## config.mk

```make
export PLATFORM = sky130hd
export DESIGN_NAME = pad_ct_seq
export DESIGN_NICKNAME = d
export VERILOG_FILES = /design/src/rtl/pad_ct_pkg.sv /design/src/rtl/pad_ct_seq.sv
export SDC_FILE = /design/constraint.sdc
export NUM_CORES = 1
export LEC_CHECK = 0
export BUFFER_PORTS_ARGS = -buffer_cell sky130_fd_sc_hd__buf_2
export CAP_MARGIN = 30
export CORE_MARGIN = 8
export CORE_UTILIZATION = 35
export CTS_BUF_LIST = sky130_fd_sc_hd__clkbuf_16
export DETAILED_ROUTE_END_ITERATION = 7
export HOLD_SLACK_MARGIN = 0.03
export PLACE_DENSITY = 0.53
export SLEW_MARGIN = 10
export SYNTH_ARGS = -nofsm -noshare
export SYNTH_HDL_FRONTEND = slang
export SYNTH_SLANG_ARGS = --single-unit
```

## constraint.sdc

```tcl
create_clock -name clk -period 2.7 [get_ports clk]
set_clock_uncertainty 0.15 [all_clocks]
set_input_delay 0.27 -clock clk [delete_from_list [all_inputs] [get_ports clk]]
set_output_delay 0.27 -clock clk [all_outputs]
set_load 0.01 [all_outputs]
```

## src/rtl/pad_ct_pkg.sv

```systemverilog
package pad_ct_pkg;
  typedef enum logic [2:0] {
    SQ_IDLE,
    SQ_DRIVE,
    SQ_SETTLE,
    SQ_RELEASE,
    SQ_WAIT,
    SQ_CAPTURE,
    SQ_DONE
  } leak_state_t;
endpackage

```

## src/rtl/pad_ct_seq.sv

```systemverilog
// Drive / settle / release / wait / capture sequencer for the leakage check.
module pad_ct_seq #(
  parameter int WAIT_W = 8
) (
  input  logic              clk,
  input  logic              rst_n,
  input  logic              test_mode,
  input  logic              start,
  input  logic [WAIT_W-1:0] wait_cyc,
  output logic              release_en,
  output logic              capture_now,
  output logic              busy,
  output logic              done
);
  import pad_ct_pkg::*;

  leak_state_t       st;
  logic [WAIT_W-1:0] cnt;
  logic [WAIT_W-1:0] wait_lat;
  logic              done_q;

  always_ff @(posedge clk or negedge rst_n) begin
    if (!rst_n) begin
      st       <= SQ_IDLE;
      cnt      <= '0;
      wait_lat <= '0;
      done_q   <= 1'b0;
    end else if (!test_mode) begin
      st     <= SQ_IDLE;
      cnt    <= '0;
      done_q <= 1'b0;
    end else begin
      unique case (st)
        SQ_IDLE, SQ_DONE: begin
          if (start) begin
            st       <= SQ_DRIVE;
            wait_lat <= wait_cyc;
            done_q   <= 1'b0;
          end
        end
        SQ_DRIVE:  st <= SQ_SETTLE;
        SQ_SETTLE: st <= SQ_RELEASE;
        SQ_RELEASE: begin
          cnt <= wait_lat;
          st  <= (wait_lat == '0) ? SQ_CAPTURE : SQ_WAIT;
        end
        SQ_WAIT: begin
          if (cnt == WAIT_W'(1)) st <= SQ_CAPTURE;
          else cnt <= cnt - WAIT_W'(1);
        end
        SQ_CAPTURE: begin
          st     <= SQ_DONE;
          done_q <= 1'b1;
        end
        default: st <= SQ_IDLE;
      endcase
    end
  end

  assign release_en  = (st == SQ_RELEASE) || (st == SQ_WAIT) || (st == SQ_CAPTURE);
  assign capture_now = (st == SQ_CAPTURE);
  assign busy        = (st != SQ_IDLE) && (st != SQ_DONE);
  assign done        = done_q;
endmodule

```

==> out/qor.txt, run 1 <==
Worst path arrival time - 2.20 ns
Worst path required time - 2.70 ns
Clock-pin slew reported for the worst setup and hold paths after clock tree synthesis - 0.06 ns
Ys Warns - 0
Layout area overhead - 16.67%
Sw Share - 0.3272
Peak VDD IR - 0.0003078 V
Layout cell share with drive strength beyond 1 - 0.2319
Most frequent cell after synthesis - dfrtp_1
NetSw - 368.0 µW
Critical Path Source - cnt[4]
Routability Congestion - 0.8105
Initial antenna violation count - 0
Synth Flop Type - dfrtp_1
Max-cap viol count - 0
Antenna fix cells - 0
Pint - 756.8 µW
Clock Path Buffers - 2
Min-delay worst type - in2reg
Flop-to-flop setup slack - 0.51 ns
DRT antenna net count - 0
Setup TNS - 0 ns
Outcome - completed
# DRC - 0
Max Slew Vio Count - 0
Synthesized area - 1186 µm²
Crit path launch type - register
1st-iter DRT viols - 21
Total CTS buffers - 3
Nets - 154
Largest net degree at the start of global routing - 21
Full die area - 5508 µm²
Synth area leaders - dfrtp_1, mux2_2, nor3_1
Detailed-route via count - 994
Share of the synthesized area in the top cell type - 0.4219
Synth cell types - 38
GR Util All Layers - 0.1051
CP Capture Type - register
Setup-failing EPs final - 0
Post-synth top area cell - dfrtp_1
FF-to-FF Start - cnt[4]
Worst skew pair latency - 0.25 ns
Drt wl/cell - 14.34 µm
Register area share after synthesis - 0.4219
First-pass GRT wire length - 4.436 mm
Port Buf Inserts - 15
Post-synth EDFFs - 0
Leakage power total - 0.5825 nW
Post-Route WL - 2.638 mm
Hold depth - 2
Final hold violation count - 0
RSZ-0062 raised after global routing - false
Post-synth top cells - dfrtp_1, nor2_1, nor3_1
1st-pass router iterations - 4
PwrDens - 812.8 nW/µm²
Num rows - 21
Crit share post-route - 0.8128
Crit-path max FO - 10
Combinational power share - 0.301
Post-DP HPWL - 1.996 mm
Critical Path Max Stage Delay - 0.56 ns
Remaining global-route overflow - 0
Critical path depth in cells - 4
Reg power frac - 0.428
Core ar. - 3284 µm²
Vias in the first global route - 959
Avg Inst Size Synth - 9.643 µm²
I/O pin cnt - 16
Root Buffer - clkbuf_16
Cell Chain, Critical Path - or4_4 -> o41a_1 -> a21o_1 -> a311oi_1
Clock power share - 0.271
Kind of critical path - reg2reg
FILL cells - 334
Largest delay contributor family on the critical path - compound AO/OA/AOI/OAI gates
Total power - 1.125 mW
Max_slew headroom - 0.6007
H-tree depth - 1
Slew @ Worst Pin - 0.5925 ns
Die H - 74.22 µm
Die width - 74.22 µm
Clock Sinks - 20
Syn_nets - 138
Clock period minus worst slack - 2.194 ns
Ys async rst share - 1.000
CTS tree - built
Initial cell density of the core - 0.3611
Fmax - 0.4557 GHz
Mapped Cells - 123
R2R Path End - cnt[2]
Seq cells post-synth - 20
Worst R2R Path Depth - 4
Worst Setup EP - cnt[2]
Max stage delay cell, worst path - or4_4
Post-DR vias/cell - 5.402
CP Buf/Inv Count - 0
-- how the worst min path moves through the flow --
stage,start,end
3_5_place_dp,rst_n,cnt[3]
3_3_place_gp,rst_n,cnt[1]
6_report,wait_cyc[7],wait_lat[7]
5_1_grt,wait_cyc[2],wait_lat[2]
2_1_floorplan,rst_n,cnt[0]
4_1_cts,wait_cyc[7],wait_lat[7]
-- layer usage --
metal | vias up | track usage | share of wire
met1 | 476 | 0.1229 | 0.45
li1 | 497 | - | -
met2 | 16 | 0.1709 | 0.49
met3 | 5 | 0.02830 | 0.035
met4 | 0 | 0.05652 | 0.019
met5 | - | 0 | 0
-- cells in the final DEF, fill, tap and decap left out, types with 3 or more instances in the layout --
cell / synthesis / routed
nor2_1: 9 / 9
clkbuf_16: 0 / 3
o22ai_1: 5 / 5
nor3_1: 9 / 9
and2_1: 4 / 4
inv_1: 7 / 7
mux2_2: 8 / 8
buf_2: 1 / 15
dfrtp_1: 20 / 20
nand2_1: 5 / 5
a221oi_1: 3 / 3
a21oi_1: 7 / 7
ha_1: 3 / 3
o21ai_0: 3 / 3
nor4_1: 3 / 3
-- power by group through the flow --
stage / Clock, mW / Sequential, mW / Combinational (mW)
floorplan: 0 / 0.437 / 0.294
CTS: 0.313 / 0.480 / 0.344
global route: 0.324 / 0.494 / 0.386
finish: 0.305 / 0.481 / 0.339
global placement: 0 / 0.484 / 0.337
detailed placement: 0 / 0.484 / 0.340
-- layout make-up --
class,count,area (µm²),share of cell area
tap,46,57.56,0.04159
inverter,7,26.28,0.01899
timing repair buffer,17,92.59,0.06691
clock buffer,3,75.07,0.05425
multi-input combinational,90,628.1,0.4539
clock inverter,1,3.754,0.002712
sequential,20,500.5,0.3617
-- cell families (layout without fill, tap and decap cells) --
family | count (synthesis) | after routing | share of synthesized area
AOI/OAI and AO/OA | 32 | 32 | 0.1994
adders and majority gates | 3 | 3 | 0.03165
buffers and inverters | 13 | 28 | 0.04852
DFF | 20 | 20 | 0.4219
muxes | 8 | 8 | 0.07595
and+or+nand+nor | 47 | 47 | 0.2226
-- repair_timing --
item / 4_1_cts / 5_1_grt
endpoints found under the hold margin: 20 / 0
buffers inserted: 0 / 0
hold buffers: 1 / 0
gates resized for setup: 0 / 0
-- sequential cells by signal (all words and copies together) (netlist names) --
name and cells:
st 3, cnt 8, wait_lat 8, done 1
-- worst register-to-register path, stage by stage (launching register included) --
cell and delay [ns]:
dfrtp_1 0.43, or4_4 0.56, o41a_1 0.48, a21o_1 0.23, a311oi_1 0.25
-- stage by stage --
stage / worst slack, ns / std cells / hold slack (ns) / cell area (µm²) / util
floorplan: 0.6553 / 123 / -0.1756 / 1186 / -
global placement: 0.5705 / 179 / 0.09575 / 1295 / 0.3943
detailed placement: 0.4842 / 179 / 0.09806 / 1295 / 0.3943
CTS: 0.4976 / 184 / 0.09474 / 1384 / 0.4213
global route: 0.3899 / 184 / 0.09888 / 1384 / 0.4213
finish: 0.5055 / 184 / 0.09449 / 1384 / 0.4213
Power figures use the tool's default switching activity.
==> inputs of run 2 (changes only) <==
--- a/config.mk
+++ b/config.mk
@@ -5,6 +5,7 @@
 export SDC_FILE = /design/constraint.sdc
 export NUM_CORES = 1
 export LEC_CHECK = 0
+export ABC_AREA = 1
 export BUFFER_PORTS_ARGS = -buffer_cell sky130_fd_sc_hd__buf_2
 export CAP_MARGIN = 30
 export CORE_MARGIN = 8
@@ -12,7 +13,7 @@
 export CTS_BUF_LIST = sky130_fd_sc_hd__clkbuf_16
 export DETAILED_ROUTE_END_ITERATION = 7
 export HOLD_SLACK_MARGIN = 0.03
-export PLACE_DENSITY = 0.53
+export PLACE_DENSITY = 0.55
 export SLEW_MARGIN = 10
 export SYNTH_ARGS = -nofsm -noshare
 export SYNTH_HDL_FRONTEND = slang
==> constraint.sdc (replaced) <==
create_clock -name clk -period 1.75 [get_ports clk]
set_clock_uncertainty 0.15 [all_clocks]
set_input_delay 0.175 -clock clk [delete_from_list [all_inputs] [get_ports clk]]
set_output_delay 0.175 -clock clk [all_outputs]
set_load 0.01 [all_outputs]
==> run 2 against run 1 <==
- final cell count grew 27%
- highest routed layer unchanged
- first-iteration DRC count up 76%
- critical endpoint is now cnt[4]
- combinational power rose by 150%
==> out/qor.txt, run 2 <==
Share of the synthesized area in the top cell type - 0.4036
Cts repair resizes - 0
Routability Congestion - 0.8685
Worst path arrival time - 1.54 ns
Avg Inst Size Synth - 7.654 µm²
Leakage power total - 0.7760 nW
Clock Path Buffers - 2
Crit share post-route - 0.8891
Max Slew Vio Count - 0
RSZ-0062 raised after global routing - false
Worst skew pair latency - 0.25 ns
DRT antenna net count - 0
Drt wl/cell - 11.65 µm
Antenna fix cells - 0
Met3 Track Usage GR - 0.02632
# DRC - 0
Layout cell share with drive strength beyond 1 - 0.2299
Crit path launch type - register
Synthesized area - 1240 µm²
Post-CTS setup buffer count - 0
Post-synth top area cell - dfrtp_1
Hold_buf cts - 9
Setup TNS - 0 ns
Initial antenna violation count - 0
Largest net degree at the start of global routing - 21
Post-synth EDFFs - 0
Finished Cell Area - 1523 µm²
CP Capture Type - register
Top flop regs - cnt: 8 flops, wait_lat: 8 flops, st: 3 flops
Root Buffer - clkbuf_16
Layout area overhead - 22.81%
Hold depth - 2
Post-Route WL - 2.715 mm
Syn_nets - 177
Post-DP HPWL - 2.116 mm
Most frequent cell after synthesis - nand2_1
Vias in the first global route - 1156
Fmax - 0.6427 GHz
1st-pass router iterations - 4
1st-iter DRT viols - 37
Mapped Cells - 162
PwrDens - 1363 nW/µm²
CTS tree - built
Post-layout util - 0.4528
Slew @ Worst Pin - 0.4535 ns
Nets - 204
Met1 GRT Util - 0.1245
Num rows - 21
Kind of critical path - reg2reg
Die H - 75.52 µm
Seq cells post-synth - 20
Detailed-route via count - 1106
Clock-pin slew reported for the worst setup and hold paths after clock tree synthesis - 0.05 ns
Crit-path max FO - 8
Ys async rst share - 1.000
Post-synth top cells - nand2_1, dfrtp_1, nor2_1
Clock Sinks - 20
Max_slew headroom - 0.6977
H-tree depth - 1
Synth area leaders - dfrtp_1, nand2_1, nand3_1
Post-DR vias/cell - 4.747
Grt peak-use layer - met2
First-pass GRT wire length - 4.802 mm
Most frequent cells in the layout - nand2_1, nor2_1, dfrtp_1
Synth cell types - 28
GR Util All Layers - 0.1088
Peak VDD IR - 0.0005242 V
Die width - 75.52 µm
Worst R2R Path Depth - 7
Remaining global-route overflow - 0
Synth Flop Type - dfrtp_1
Register area share after synthesis - 0.4036
I/O pin cnt - 16
Max-cap viol count - 0
Met2 Use GR - 0.1831
Total CTS buffers - 3
Placed instance area - 1358 µm²
Min-delay worst type - in2reg
Clock period minus worst slack - 1.556 ns
Ys Warns - 0
Full die area - 5703 µm²
Setup-failing EPs final - 0
Core ar. - 3363 µm²
Outcome - completed
Port Buf Inserts - 15
Commonest non-fill, non-tap cell in the layout - nand2_1
Final hold violation count - 0
Initial cell density of the core - 0.3687
Worst path required time - 1.73 ns
Hold WS - 0.03457 ns
==> run 2: stage by stage <==
step | std cells | total power [mW] | setup WS [ns]
CTS | 233 | 2.099 | 0.1921
detailed placement | 221 | 1.609 | 0.2076
global placement | 221 | 1.597 | 0.2140
finish | 233 | 2.075 | 0.1941
global route | 233 | 2.254 | 0.08290
floorplan | 162 | 1.404 | 0.3802
==> run 2: cell type report <==
type / instances / area [µm²]
clock buffers: 3 / 75.07
repair buffers: 25 / 172.7
inverters: 25 / 93.84
flip-flops and latches: 20 / 500.5
well taps: 46 / 57.56
fillers: 363 / 1841
multi-input cells: 114 / 623.1
==> run 2: kinds of logic (layout without fill, tap and decap cells) <==
logic type | count (synthesis) | count (layout) | synth area share
AO/OA/AOI/OAI | 26 | 26 | 0.1413
XOR/XNOR | 1 | 1 | 0.007065
adder cells (fa/ha/maj) | 3 | 3 | 0.03028
buffers and inverters | 28 | 53 | 0.09384
flip-flops | 20 | 20 | 0.4036
AND/OR/NAND/NOR | 84 | 84 | 0.3239
==> run 2: report_power, final <==
group | switching [mW] | internal [mW]
registers | 0.142 | 0.627
logic | 0.521 | 0.325
clock network | 0.160 | 0.301
total | 0.822 | 1.25
==> run 2: worst max-delay path, cell delays in order (launching register included) <==
cell and delay [ns]:
dfrtp_1 0.41, inv_2 0.10, nand2_2 0.10, nor2_4 0.21
buf_4 0.18, nor2_1 0.05, a31oi_1 0.15, o21ai_1 0.08
==> run 2: per-layer routing <==
layer	part of all wire	up-vias
met4	0.028	0
met1	0.47	501
met3	0.034	8
met2	0.47	23
li1	-	574
met5	0	-
==> run 2: path summary, 6_finish.rpt <==
kind / from / end / slack [ns]
setup / recovery: st[1] / cnt[4] / 0.19
hold / removal: start / done / 0.03
setup reg to reg: st[1] / cnt[4] / 0.19
hold reg to reg: wait_lat[7] / wait_lat[7] / 0.38
max in group asynchronous: rst_n / cnt[6] / 0.88
min in group asynchronous: rst_n / wait_lat[4] / 0.26
